--- config.mk ---
export PLATFORM = sky130hd
export DESIGN_NAME = ext_irq_sense
export DESIGN_NICKNAME = d
export VERILOG_FILES = /design/src/rtl/ext_irq_pkg.sv /design/src/rtl/ext_irq_sync.sv /design/src/rtl/ext_irq_ctrl.sv /design/src/rtl/ext_irq_pin.sv /design/src/rtl/ext_irq_sense.sv
export SDC_FILE = /design/constraint.sdc
export NUM_CORES = 1
export LEC_CHECK = 0
export BUFFER_PORTS_ARGS = -buffer_cell sky130_fd_sc_hd__buf_2
export CELL_PAD_IN_SITES_DETAIL_PLACEMENT = 1
export CELL_PAD_IN_SITES_GLOBAL_PLACEMENT = 1
export CORE_ASPECT_RATIO = 1.5
export CORE_MARGIN = 3
export CORE_UTILIZATION = 37
export DETAILED_ROUTE_END_ITERATION = 8
export GPL_TIMING_DRIVEN = 0
export PLACE_DENSITY_LB_ADDON = 0.1
export SLEW_MARGIN = 40
export SYNTH_ARGS = -nofsm -noshare
export SYNTH_HDL_FRONTEND = slang
export SYNTH_HIERARCHICAL = 1
export SYNTH_SLANG_ARGS = --single-unit
--- constraint.sdc ---
create_clock -name clk -period 2.2 [get_ports clk]
set_clock_uncertainty 0.05 [all_clocks]
set_input_delay 0.22 -clock clk [delete_from_list [all_inputs] [get_ports clk]]
set_output_delay 0.22 -clock clk [all_outputs]
set_load 0.02 [all_outputs]
--- src/rtl/ext_irq_pkg.sv ---
package ext_irq_pkg;

   typedef enum logic [1:0] {
      SENSE_LVL_HI = 2'd0,
      SENSE_RISE   = 2'd1,
      SENSE_FALL   = 2'd2,
      SENSE_LVL_LO = 2'd3
   } sense_e;

   localparam int CTRL_W     = 32;
   localparam int MAX_PINS   = 4;
   localparam int GLOBAL_BIT = 12;
   localparam int ROUTE_BIT  = 0;

   // field placement, decoded by software drivers
   function automatic int sense_lsb(input int n);
      return 22 - 2 * n;
   endfunction

   function automatic int enable_bit(input int n);
      return 11 - n;
   endfunction

   function automatic int clear_bit(input int n);
      return 27 - n;
   endfunction

endpackage

--- src/rtl/ext_irq_sync.sv ---
module ext_irq_sync #(
   parameter int STAGES = 2
) (
   input  logic clk,
   input  logic rst_n,
   input  logic d_i,
   output logic q_o
);
   generate
      if (STAGES < 2) begin : g_bad
         $error("ext_irq_sync: STAGES must be at least 2");
      end
   endgenerate

   logic [STAGES-1:0] chain_q;

   always_ff @(posedge clk or negedge rst_n) begin
      if (!rst_n) chain_q <= '0;
      else        chain_q <= {chain_q[STAGES-2:0], d_i};
   end

   assign q_o = chain_q[STAGES-1];
endmodule

--- src/rtl/ext_irq_ctrl.sv ---
module ext_irq_ctrl
   import ext_irq_pkg::*;
#(
   parameter int NUM_PINS = 4
) (
   input  logic                clk,
   input  logic                rst_n,
   input  logic                wr_en,
   input  logic [CTRL_W-1:0]   wr_data,
   output sense_e              sense_o [NUM_PINS],
   output logic [NUM_PINS-1:0] en_o,
   output logic [NUM_PINS-1:0] clr_o,
   output logic                global_o,
   output logic                route_o
);
   sense_e              sense_q [NUM_PINS];
   logic [NUM_PINS-1:0] en_q;
   logic                global_q;
   logic                route_q;

   genvar gi;
   generate
      for (gi = 0; gi < NUM_PINS; gi++) begin : g_field
         localparam int SL = sense_lsb(gi);
         localparam int EB = enable_bit(gi);
         localparam int CB = clear_bit(gi);

         always_ff @(posedge clk or negedge rst_n) begin
            if (!rst_n) begin
               sense_q[gi] <= SENSE_LVL_HI;
               en_q[gi]    <= 1'b0;
            end else if (wr_en) begin
               sense_q[gi] <= sense_e'(wr_data[SL+1:SL]);
               en_q[gi]    <= wr_data[EB];
            end
         end

         assign clr_o[gi]   = wr_en & wr_data[CB];
         assign sense_o[gi] = sense_q[gi];
      end
   endgenerate

   always_ff @(posedge clk or negedge rst_n) begin
      if (!rst_n) begin
         global_q <= 1'b0;
         route_q  <= 1'b0;
      end else if (wr_en) begin
         global_q <= wr_data[GLOBAL_BIT];
         route_q  <= wr_data[ROUTE_BIT];
      end
   end

   logic unused_wr_bits;
   assign unused_wr_bits = ^wr_data;

   assign en_o     = en_q;
   assign global_o = global_q;
   assign route_o  = route_q;

   a_r7_route_hold: assert property (@(posedge clk) disable iff (!rst_n)
      !wr_en |=> $stable(route_o));
endmodule

--- src/rtl/ext_irq_pin.sv ---
module ext_irq_pin
   import ext_irq_pkg::*;
#(
   parameter int SYNC_STAGES = 2
) (
   input  logic   clk,
   input  logic   rst_n,
   input  logic   pin_i,
   input  sense_e sense_i,
   input  logic   clr_i,
   input  logic   en_i,
   input  logic   global_i,
   output logic   req_o,
   output logic   flag_o
);
   logic s;
   logic prev_q;
   logic flag_q;
   logic edge_hit;
   logic level_act;
   logic active;

   ext_irq_sync #(.STAGES(SYNC_STAGES)) u_sync (
      .clk  (clk),
      .rst_n(rst_n),
      .d_i  (pin_i),
      .q_o  (s)
   );

   always_ff @(posedge clk or negedge rst_n) begin
      if (!rst_n) prev_q <= 1'b0;
      else        prev_q <= s;
   end

   always_comb begin
      edge_hit  = 1'b0;
      level_act = 1'b0;
      active    = 1'b0;
      unique case (sense_i)
         SENSE_LVL_HI: begin level_act = s;  active = level_act; end
         SENSE_LVL_LO: begin level_act = ~s; active = level_act; end
         SENSE_RISE:   begin edge_hit = s & ~prev_q; active = flag_q; end
         SENSE_FALL:   begin edge_hit = ~s & prev_q; active = flag_q; end
         default:      begin active = 1'b0; end
      endcase
   end

   // a fresh edge outranks a simultaneous clear
   always_ff @(posedge clk or negedge rst_n) begin
      if (!rst_n) flag_q <= 1'b0;
      else        flag_q <= edge_hit | (flag_q & ~clr_i);
   end

   assign req_o  = active & en_i & global_i;
   assign flag_o = flag_q;

   a_r5_edge_wins: assert property (@(posedge clk) disable iff (!rst_n)
      edge_hit |=> flag_q);
   a_r4_zero_keeps: assert property (@(posedge clk) disable iff (!rst_n)
      (flag_q && !clr_i) |=> flag_q);
   a_r4_one_clears: assert property (@(posedge clk) disable iff (!rst_n)
      (clr_i && !edge_hit) |=> !flag_q);
endmodule

--- src/rtl/ext_irq_sense.sv ---
module ext_irq_sense
   import ext_irq_pkg::*;
#(
   parameter int NUM_PINS    = 4,
   parameter int SYNC_STAGES = 2
) (
   input  logic                clk,
   input  logic                rst_n,
   input  logic                wr_en,
   input  logic [CTRL_W-1:0]   wr_data,
   output logic [CTRL_W-1:0]   rd_data,
   input  logic [NUM_PINS-1:0] pins,
   output logic [NUM_PINS-1:0] irq_req,
   output logic                crit_route
);
   generate
      if (NUM_PINS < 1 || NUM_PINS > MAX_PINS) begin : g_bad
         $error("ext_irq_sense: NUM_PINS out of range");
      end
   endgenerate

   sense_e              sense [NUM_PINS];
   logic [NUM_PINS-1:0] en;
   logic [NUM_PINS-1:0] clr;
   logic [NUM_PINS-1:0] flag;
   logic                glob;

   ext_irq_ctrl #(.NUM_PINS(NUM_PINS)) u_ctrl (
      .clk     (clk),
      .rst_n   (rst_n),
      .wr_en   (wr_en),
      .wr_data (wr_data),
      .sense_o (sense),
      .en_o    (en),
      .clr_o   (clr),
      .global_o(glob),
      .route_o (crit_route)
   );

   genvar gp;
   generate
      for (gp = 0; gp < NUM_PINS; gp++) begin : g_pin
         ext_irq_pin #(.SYNC_STAGES(SYNC_STAGES)) u_pin (
            .clk     (clk),
            .rst_n   (rst_n),
            .pin_i   (pins[gp]),
            .sense_i (sense[gp]),
            .clr_i   (clr[gp]),
            .en_i    (en[gp]),
            .global_i(glob),
            .req_o   (irq_req[gp]),
            .flag_o  (flag[gp])
         );
      end
   endgenerate

   always_comb begin
      rd_data = '0;
      rd_data[GLOBAL_BIT] = glob;
      rd_data[ROUTE_BIT]  = crit_route;
      for (int n = 0; n < NUM_PINS; n++) begin
         rd_data[sense_lsb(n) +: 2] = sense[n];
         rd_data[enable_bit(n)]     = en[n];
         rd_data[clear_bit(n)]      = flag[n];
      end
   end

   a_r6_global_gate: assert property (@(posedge clk) disable iff (!rst_n)
      !glob |-> (irq_req == '0));
   a_r3_enable_gate: assert property (@(posedge clk) disable iff (!rst_n)
      (irq_req & ~en) == '0);
endmodule

==> run summary, run 1 <==
status: finished, final reports clean
fin. max-slew vios: 0
num rows: 28
largest net degree at the start of global routing: 31
post-synthesis sequential area ratio: 47.2%
Worst Hold Class: in2reg
hold depth: 2
drt drc: 0
Cells after Synth: 131
fin util: 51.4%
placed cell area: 1930 um2
DIE HEIGHT: 86.3 um
setup bufs post-CTS: 0
total power: 1.46 mW
Yosys top cell area share: 47.2%
slowest CP cell: dfrtp_1
FF+latch count, synth: 30
Highest Signal Layer: met4
worst setup margin: 0.193 ns
Post-synth EDFFs: 0
Sink Count: 30
most frequent cells after synthesis: dfrtp_1, buf_4, ha_1, inv_1
vias per cell: 4.60
max frequency: 498 MHz
# nets final: 257
crit-path max cell delay: 0.42 ns
flop-to-flop setup slack: 0.99 ns
post-route cell area: 2070 um2
met2 wire length: 1940 um
Finished Layout Cells: 248
final setup vio count: 0
Main synth FF type: dfrtp_1
hpwl dp: 2690 um
clk root buf: clkbuf_8
power share of the clock group: 31.4%
worst r2r path cells: 4
clock latency on the worst-skew pair: 0.28 ns
maximum vdd drop: 0.526 mV
Iteration-0 DRC Markers: 10
asr flop ratio synth: 100%
worst-path cell chain: inv_1 -> ha_1 -> nand2_1 -> a311oi_1 -> buf_2
setup TNS: 0 ns
Synth area leaders: dfrtp_1, ha_1, buf_4, mux2_2, mux2_4
WP data arrival: 1.74 ns
post-synth cell types: 16
vias post-DR: 1142
IO Count: 76
drt pass-1 iters: 4
sw power: 448 uW
Worst Setup Path Type: reg2out
syn avg cell area: 12.1 um2
share of cells above drive strength 1: 44.3%
RSZ-0062 raised after global routing: no
Pleak: 1.10 nW
MaxCap Viol Count: 0
clock buffer depth: 2
worst path required time: 1.93 ns
critical path endpoint category: output port
Worst-Margin Slew: 0.664 ns
Overflow after GRT: 0
vias in the first global route: 1241
DR WL/cell: 14.0 um
met1 wire length: 1270 um
final hold slack: 0.111 ns
Tot GR Track Use: 14.8%
first-pass GRT wire length: 5660 um
hold buffers post-CTS: 5
Ys Warns: 6
# port buffers: 46
GP Congestion: 0.716
Num CTS Buffers: 5
Post-DRT Antenna Nets: 0
Clock transition at path regs: 0.07 ns
die width: 59.6 um
period utilization: 91.2%
Resize count post-CTS: 0
CTS tree: yes
switch share: 30.7%
sequential fraction of design power: 45.0%
Routed met3 length: 197 um
count leader, synth: dfrtp_1
routed wire length: 3470 um
post-place setup slack: 0.521 ns
CP Launch Type: register
area leader, netlist: dfrtp_1
Slew HR: 55.7%
area delta synth->final: 30.2%
Ant. Diodes: 0
H-tree depth: 2
antenna violations before repair: 0
Pint: 1.01 mW
Starting Density: 39.5%
crit-path max FO: 5
Post-Syn Area: 1590 um2
core footprint: 4030 um2
fin crit period: 2.01 ns
Die Area: 5140 um2
final hold vios: 0
placed cell count: 235
pwr dens: 704 nW/um2
combinational share of power: 23.7%
## power by group through the flow
stage	Sequential [mW]	Combinational, mW	Clock (mW)
3_3_place_gp	0.660	0.328	0
3_5_place_dp	0.667	0.342	0
5_1_grt	0.665	0.377	0.505
2_1_floorplan	0.703	0.182	0
6_report	0.656	0.345	0.457
4_1_cts	0.657	0.350	0.481
## layout by cell type (no fill, tap or decap)
| master | instances |
|---|---|
| buf_12 | 1 |
| inv_1 | 12 |
| nor2b_1 | 4 |
| buf_4 | 16 |
| ha_1 | 16 |
| nand2b_1 | 8 |
| and2_2 | 4 |
| clkbuf_8 | 6 |
| nand4b_1 | 8 |
| dfrtp_1 | 30 |
| clkinvlp_4 | 1 |
| clkinv_2 | 1 |
| nand2_1 | 8 |
| nand3_1 | 4 |
| buf_2 | 46 |
| mux2_2 | 8 |
| mux2_4 | 6 |
| buf_6 | 1 |
| dlygate4sd3_1 | 5 |
| a311oi_1 | 4 |
| conb_1 | 14 |
## worst max-delay path, delay by kind of cell, from the launching register on
family          cells  cell delay (ns)
flops               1             0.42
compound gates      1             0.32
fa+ha+maj           1             0.32
simple gates        1             0.08
buf+inv             2             0.31
## path summary, 6_finish.rpt
| path | start | to |
|---|---|---|
| max in group asynchronous | rst_n | u_ctrl/en_o[0]$_DFFE_PN0P_ |
| max | u_ctrl/sense_o[0]$_DFFE_PN0P_ | irq_req[3] |
| min reg2reg | g_pin[3].u_pin/u_sync/chain_q[0]$_DFF_PN0_ | g_pin[3].u_pin/u_sync/chain_q[1]$_DFF_PN0_ |
| max reg2reg | u_ctrl/sense_o[0]$_DFFE_PN0P_ | g_pin[3].u_pin/flag_o$_DFF_PN0_ |
| min in group asynchronous | rst_n | g_pin[1].u_pin/u_sync/chain_q[1]$_DFF_PN0_ |
| min | wr_data[22] | u_ctrl/sense_o[6]$_DFFE_PN0P_ |
## logic make-up (layout without fill, tap and decap cells)
| group | count (synthesis) | after routing | share of synthesized area [%] |
|---|---|---|---|
| simple gates | 36 | 36 | 14.2 |
| compound gates | 4 | 4 | 2.20 |
| fa+ha+maj | 16 | 16 | 12.6 |
| buf+inv | 30 | 89 | 12.3 |
| flops | 30 | 30 | 47.2 |
| mux | 14 | 14 | 11.3 |
| other cells | 1 | 14 | 0.236 |
## layout make-up
type	instances	area (um2)
Timing Repair Buffer	51	280
Buffer	18	151
Tap cell	45	56.3
Clock buffer	6	82.6
Fill cell	476	1960
Sequential cell	30	751
Clock inverter	2	12.5
Inverter	12	45.0
Multi-Input combinational cell	84	693
## per-layer routing
metal	track usage [%]	vias up
li1	-	545
met1	15.4	554
met2	27.1	36
met3	4.02	7
met4	6.05	0
met5	0	-
## state kept, by name (all words and copies together) (netlist names)
register / count
g_pin.u_pin/flag_o: 4
u_ctrl/sense_o: 8
g_pin.u_pin/prev_q: 4
u_ctrl/route_o: 1
u_ctrl/en_o: 4
g_pin.u_pin/u_sync/chain_q: 8
u_ctrl/global_o: 1
(Power assumes the default switching activity.)
==> run 2: changes to the inputs <==
--- a/config.mk
+++ b/config.mk
@@ -10,7 +10,7 @@
 export CELL_PAD_IN_SITES_GLOBAL_PLACEMENT = 1
 export CORE_ASPECT_RATIO = 1.5
 export CORE_MARGIN = 3
-export CORE_UTILIZATION = 37
+export CORE_UTILIZATION = 31
 export DETAILED_ROUTE_END_ITERATION = 8
 export GPL_TIMING_DRIVEN = 0
 export PLACE_DENSITY_LB_ADDON = 0.1
==> constraint.sdc (replaced) <==
create_clock -name clk -period 1.76 [get_ports clk]
set_clock_uncertainty 0.05 [all_clocks]
set_input_delay 0.176 -clock clk [delete_from_list [all_inputs] [get_ports clk]]
set_output_delay 0.176 -clock clk [all_outputs]
set_load 0.005 [all_outputs]
==> run 2 against run 1 <==
Effect of this change:
- power is 29% higher
- sequential power rose by 24%
- utilization shrank 5.2 points
- routed wire length rose by 14%
- first-iteration DRC count up 30%
- count of clock-buffer cells in the layout grew 2
- final area rose by 9.1%
- non-clock buffer count grew 10
- register-to-register slack worse by 0.47 ns
- critical path depth did not move
- clock power rose by 40%
- critical path type unchanged
==> run summary, run 2 (synthesized netlist as in run 1, its figures left out) <==
status: finished, final reports clean
maximum vdd drop: 0.415 mV
CP Launch Type: register
clock buffer depth: 2
WP data arrival: 1.52 ns
# port buffers: 46
die width: 64.5 um
pwr dens: 833 nW/um2
Worst-Margin Slew: 0.682 ns
drt drc: 0
setup TNS: 0 ns
vias post-DR: 1182
worst setup margin: 0.0117 ns
Tot GR Track Use: 13.7%
final hold slack: 0.0817 ns
CTS tree: yes
Ant. Diodes: 0
Starting Density: 32.6%
core footprint: 4890 um2
GP Congestion: 0.759
antenna violations before repair: 0
flop-to-flop setup slack: 0.52 ns
largest net degree at the start of global routing: 31
H-tree depth: 2
critical path endpoint category: output port
num rows: 31
post-route cell area: 2260 um2
Slew HR: 54.5%
Clock transition at path regs: 0.06 ns
# nets final: 267
max frequency: 572 MHz
clock latency on the worst-skew pair: 0.27 ns
Post-DRT Antenna Nets: 0
clk root buf: clkbuf_8
RSZ-0062 raised after global routing: yes
routed wire length: 3950 um
first-pass GRT wire length: 6380 um
total power: 1.88 mW
Pleak: 1.16 nW
fin util: 46.3%
Die Area: 6050 um2
DIE HEIGHT: 93.8 um
MaxCap Viol Count: 0
Worst Hold Endpoint: u_ctrl/sense_o[0]$_DFFE_PN0P_
Iteration-0 DRC Markers: 13
period utilization: 99.3%
R2R Path Start: u_ctrl/sense_o[5]$_DFFE_PN0P_
most common cell after layout, fill and taps aside: buf_2
placed cell area: 1950 um2
hold path startpoint: wr_data[16]
worst r2r path cells: 5
post-place setup slack: 0.176 ns
placed cell count: 256
drt pass-1 iters: 4
IO Count: 76
share of cells above drive strength 1: 53.1%
hold depth: 2
fin. max-slew vios: 0
crit path launch: u_ctrl/sense_o[5]$_DFFE_PN0P_
reg-to-reg endpoint: g_pin[1].u_pin/flag_o$_DFF_PN0_
DR WL/cell: 14.1 um
final setup vio count: 0
final hold vios: 0
vias per cell: 4.24
Num CTS Buffers: 5
Worst Hold Class: in2reg
most frequent cells in the layout: buf_2, dfrtp_1, buf_4
vias in the first global route: 1357
Sink Count: 30
fin crit period: 1.75 ns
crit-path max FO: 5
hpwl dp: 2850 um
area delta synth->final: 42.1%
Worst Setup Path Type: reg2out
worst path required time: 1.53 ns
Overflow after GRT: 0
Finished Layout Cells: 279
-- run 2: cell count changes in the layout (fill, tap and decap cells not counted), sizes merged --
cell | previous run | this run
buf | 64 | 74
clkbuf | 6 | 8
clkinv | 1 | 0
clkinvlp | 1 | 0
-- run 2: how the worst max path moves through the flow --
stage	endpoint	slack (ns)	cells after the start
global route	irq_req[1]	-0.06	5
CTS	irq_req[3]	0.01	5
detailed placement	irq_req[1]	0.18	5
global placement	irq_req[1]	0.22	5
floorplan	irq_req[0]	0.43	4
finish	irq_req[1]	0.01	5
-- run 2: worst max-delay path, stage by stage, from the launching register on --
cell and delay (ns):
dfrtp_1 0.43, inv_2 0.08, ha_4 0.27, nand2_2 0.05, a311oi_2 0.25, buf_2 0.16
-- run 2: area by class of cell --
type	count	area (um2)
Buffer	18	151
Clock buffer	8	110
Fill cell	576	2630
Inverter	12	45.0
Multi-Input combinational cell	84	764
Sequential cell	30	752
Tap cell	66	82.6
Timing Repair Buffer	61	355
-- run 2: repair_timing --
action,4_1_cts,5_1_grt
gates resized for setup,5,8
endpoints found under the setup margin,4,4
hold buffers,5,0
endpoints found under the hold margin,34,0
pin swaps,2,2
setup buffers,6,4
-- run 2: per-layer routing --
layer  track usage [%]  share of wire, %  up-vias
li1                  -                 -      563
met1              14.7                37      580
met2              26.4                58       37
met3              3.35               5.0        2
met4              3.17              0.41        0
met5                 0                 0        -
-- run 2: power breakdown --
part | switching [mW] | internal, mW
sequential | 0.0561 | 0.756
clock | 0.244 | 0.394
combinational | 0.191 | 0.243
total | 0.491 | 1.39
==> run 3: changes to the inputs <==
--- a/config.mk
+++ b/config.mk
@@ -17,5 +17,4 @@
 export SLEW_MARGIN = 40
 export SYNTH_ARGS = -nofsm -noshare
 export SYNTH_HDL_FRONTEND = slang
-export SYNTH_HIERARCHICAL = 1
 export SYNTH_SLANG_ARGS = --single-unit
==> run 3 against run 2 <==
Effect of this change:
- register-to-register slack better by 0.08 ns
- sequential power down 2%
- synthesized cell count up 13%
- sequential share of layout area down 0.20 points
- die area up 2.2%
- critical endpoint is now irq_req[3]
- largest cell class is now sequential cells
- largest power group unchanged
- highest routed layer unchanged
==> run summary, run 3 <==
status: finished, final reports clean
RSZ-0062 raised after global routing: yes
crit-path max FO: 2
Ys Warns: 0
Synth area leaders: dfrtp_1, buf_4, ha_1, nand4b_1, mux2_2
GP Congestion: 0.734
CTS tree: yes
clk root buf: clkbuf_8
area leader, netlist: dfrtp_1
asr flop ratio synth: 100%
most frequent cells after synthesis: dfrtp_1, buf_4, ha_1, nand2_1, inv_1
crit-path max cell delay: 0.38 ns
worst path required time: 1.53 ns
worst r2r path cells: 5
antenna violations before repair: 0
Fillers: 603
Post-DRT Antenna Nets: 0
reg-to-reg endpoint: g_pin[3].u_pin.flag_o$_DFF_PN0_
critical path buffer and inverter count: 3
Worst-Margin Slew: 0.688 ns
Worst Hold Class: in2reg
register area: 751 um2
Top delay family on crit path: flip-flops
share of cells above drive strength 1: 50.2%
Main synth FF type: dfrtp_1
routed wire length: 3820 um
critical path endpoint category: output port
hold path startpoint: wr_data[20]
drt pass-1 iters: 2
Overflow after GRT: 0
Pleak: 1.18 nW
pwr dens: 798 nW/um2
flop-to-flop setup slack: 0.60 ns
fin. max-slew vios: 0
Die Area: 6180 um2
most frequent cells in the layout: buf_2, buf_4, dfrtp_1
# nets final: 281
final setup vio count: 0
worst-path cell chain: inv_2 -> ha_4 -> nand2_2 -> a311oi_2 -> buf_4 -> buf_6
Post-Syn Area: 1630 um2
post-synth cell types: 18
Num CTS Buffers: 5
Worst Hold Endpoint: u_ctrl.sense_o[4]$_DFFE_PN0P_
total power: 1.81 mW
num rows: 31
IO Count: 76
Tot GR Track Use: 13.3%
clock latency on the worst-skew pair: 0.28 ns
fin crit period: 1.73 ns
slowest CP cell: dfrtp_1
hpwl dp: 2840 um
Ant. Diodes: 0
MaxCap Viol Count: 0
final hold vios: 0
vias in the first global route: 1412
Slew HR: 54.2%
Post-synth EDFFs: 0
Clock transition at path regs: 0.06 ns
Yosys top cell area share: 46.1%
die width: 65.2 um
vias per cell: 4.26
most common cell after layout, fill and taps aside: buf_2
CP Launch Type: register
R2R Path Start: u_ctrl.sense_o[1]$_DFFE_PN0P_
syn avg cell area: 11.0 um2
max frequency: 577 MHz
FF+latch count, synth: 30
area delta synth->final: 39.4%
Iteration-0 DRC Markers: 9
first-pass GRT wire length: 6330 um
clock buffer depth: 2
drt drc: 0
WP data arrival: 1.51 ns
Worst Setup Path Type: reg2out
DIE HEIGHT: 94.8 um
core footprint: 4960 um2
Starting Density: 32.8%
Cells after Synth: 148
largest net degree at the start of global routing: 31
DR WL/cell: 13.0 um
count leader, synth: dfrtp_1
multi-input logic area: 721 um2
period utilization: 98.5%
vias post-DR: 1248
hold depth: 3
fin util: 45.7%
Sink Count: 30
# port buffers: 46
maximum vdd drop: 0.366 mV
post-synthesis sequential area ratio: 46.1%
H-tree depth: 2
[run 3: cell types whose count changed in the layout (fill, tap and decap cells not counted), moves of 2 or more]
cell / change
buf_4: +9
o21ai_0: +8
nand2_1: +7
mux2_4: -6
a21bo_1: +4
and2_2: -4
nand2b_1: -4
clkbuf_8: -2
inv_1: -2
inv_2: +2
mux2_2: -2
[run 3: metrics by stage]
step | setup TNS (ns) | instances | hold WS (ns) | cell area [um2] | worst slack, ns
2_1_floorplan | 0 | 161 | -0.170 | 1680 | 0.344
3_3_place_gp | 0 | 273 | 0.211 | 1990 | 0.119
3_5_place_dp | 0 | 273 | 0.219 | 1990 | 0.106
4_1_cts | 0 | 294 | 0.0567 | 2240 | 0.000395
5_1_grt | -0.0673 | 293 | 0.0618 | 2270 | -0.0583
6_report | 0 | 293 | 0.0572 | 2270 | 0.0257
[run 3: cell type report]
type / instances / area share (%)
Sequential cell: 30 / 33.1
Multi-Input combinational cell: 88 / 31.7
Timing Repair Buffer: 61 / 15.9
Buffer: 28 / 9.64
Clock buffer: 7 / 3.80
Tap cell: 66 / 3.64
Inverter: 12 / 1.98
Clock inverter: 1 / 0.220
[run 3: how the worst max path moves through the flow]
stage / end / cells past startpoint / startpoint
final: irq_req[3] / 6 / u_ctrl.sense_o[1]$_DFFE_PN0P_
after detailed placement: irq_req[1] / 6 / u_ctrl.sense_o[4]$_DFFE_PN0P_
after global placement: irq_req[1] / 6 / u_ctrl.sense_o[4]$_DFFE_PN0P_
after global routing: irq_req[3] / 6 / u_ctrl.sense_o[1]$_DFFE_PN0P_
after floorplan: irq_req[1] / 5 / u_ctrl.sense_o[4]$_DFFE_PN0P_
after CTS: irq_req[3] / 6 / u_ctrl.sense_o[1]$_DFFE_PN0P_
[run 3: per-layer routing]
layer / track usage, % / vias to the layer above / part of all wire [%]
met1: 13.2 / 611 / 35
met2: 25.1 / 37 / 59
met4: 6.06 / 0 / 1.1
met3: 3.81 / 4 / 5.6
met5: 0 / - / 0
li1: - / 596 / -
[run 3: tightest hold or removal path, cell delays in order]
cell and delay (ns):
buf_2 0.07, nand2_1 0.04, o21ai_0 0.06
[run 3: repair_timing]
action,CTS,global route
hold buffers,5,0
pin swaps,4,5
endpoints found under the setup margin,4,4
hold endpoints to repair,34,0
setup buffers,9,1
resized for setup,6,11
[run 3: kinds of logic (layout without fill, tap and decap cells)]
logic type,Yosys count,in the layout,share of synthesized area [%]
fa+ha+maj,16,16,12.3
mux,6,6,4.15
simple gates,36,36,12.6
other cells,1,14,0.230
buf+inv,43,109,17.6
compound gates,16,16,7.07
flops,30,30,46.1
[run 3: report_power, final]
group | switching, mW | leakage [nW] | internal, mW
combinational | 0.186 | 0.771 | 0.254
sequential | 0.0480 | 0.359 | 0.751
clock | 0.258 | 0.0482 | 0.315
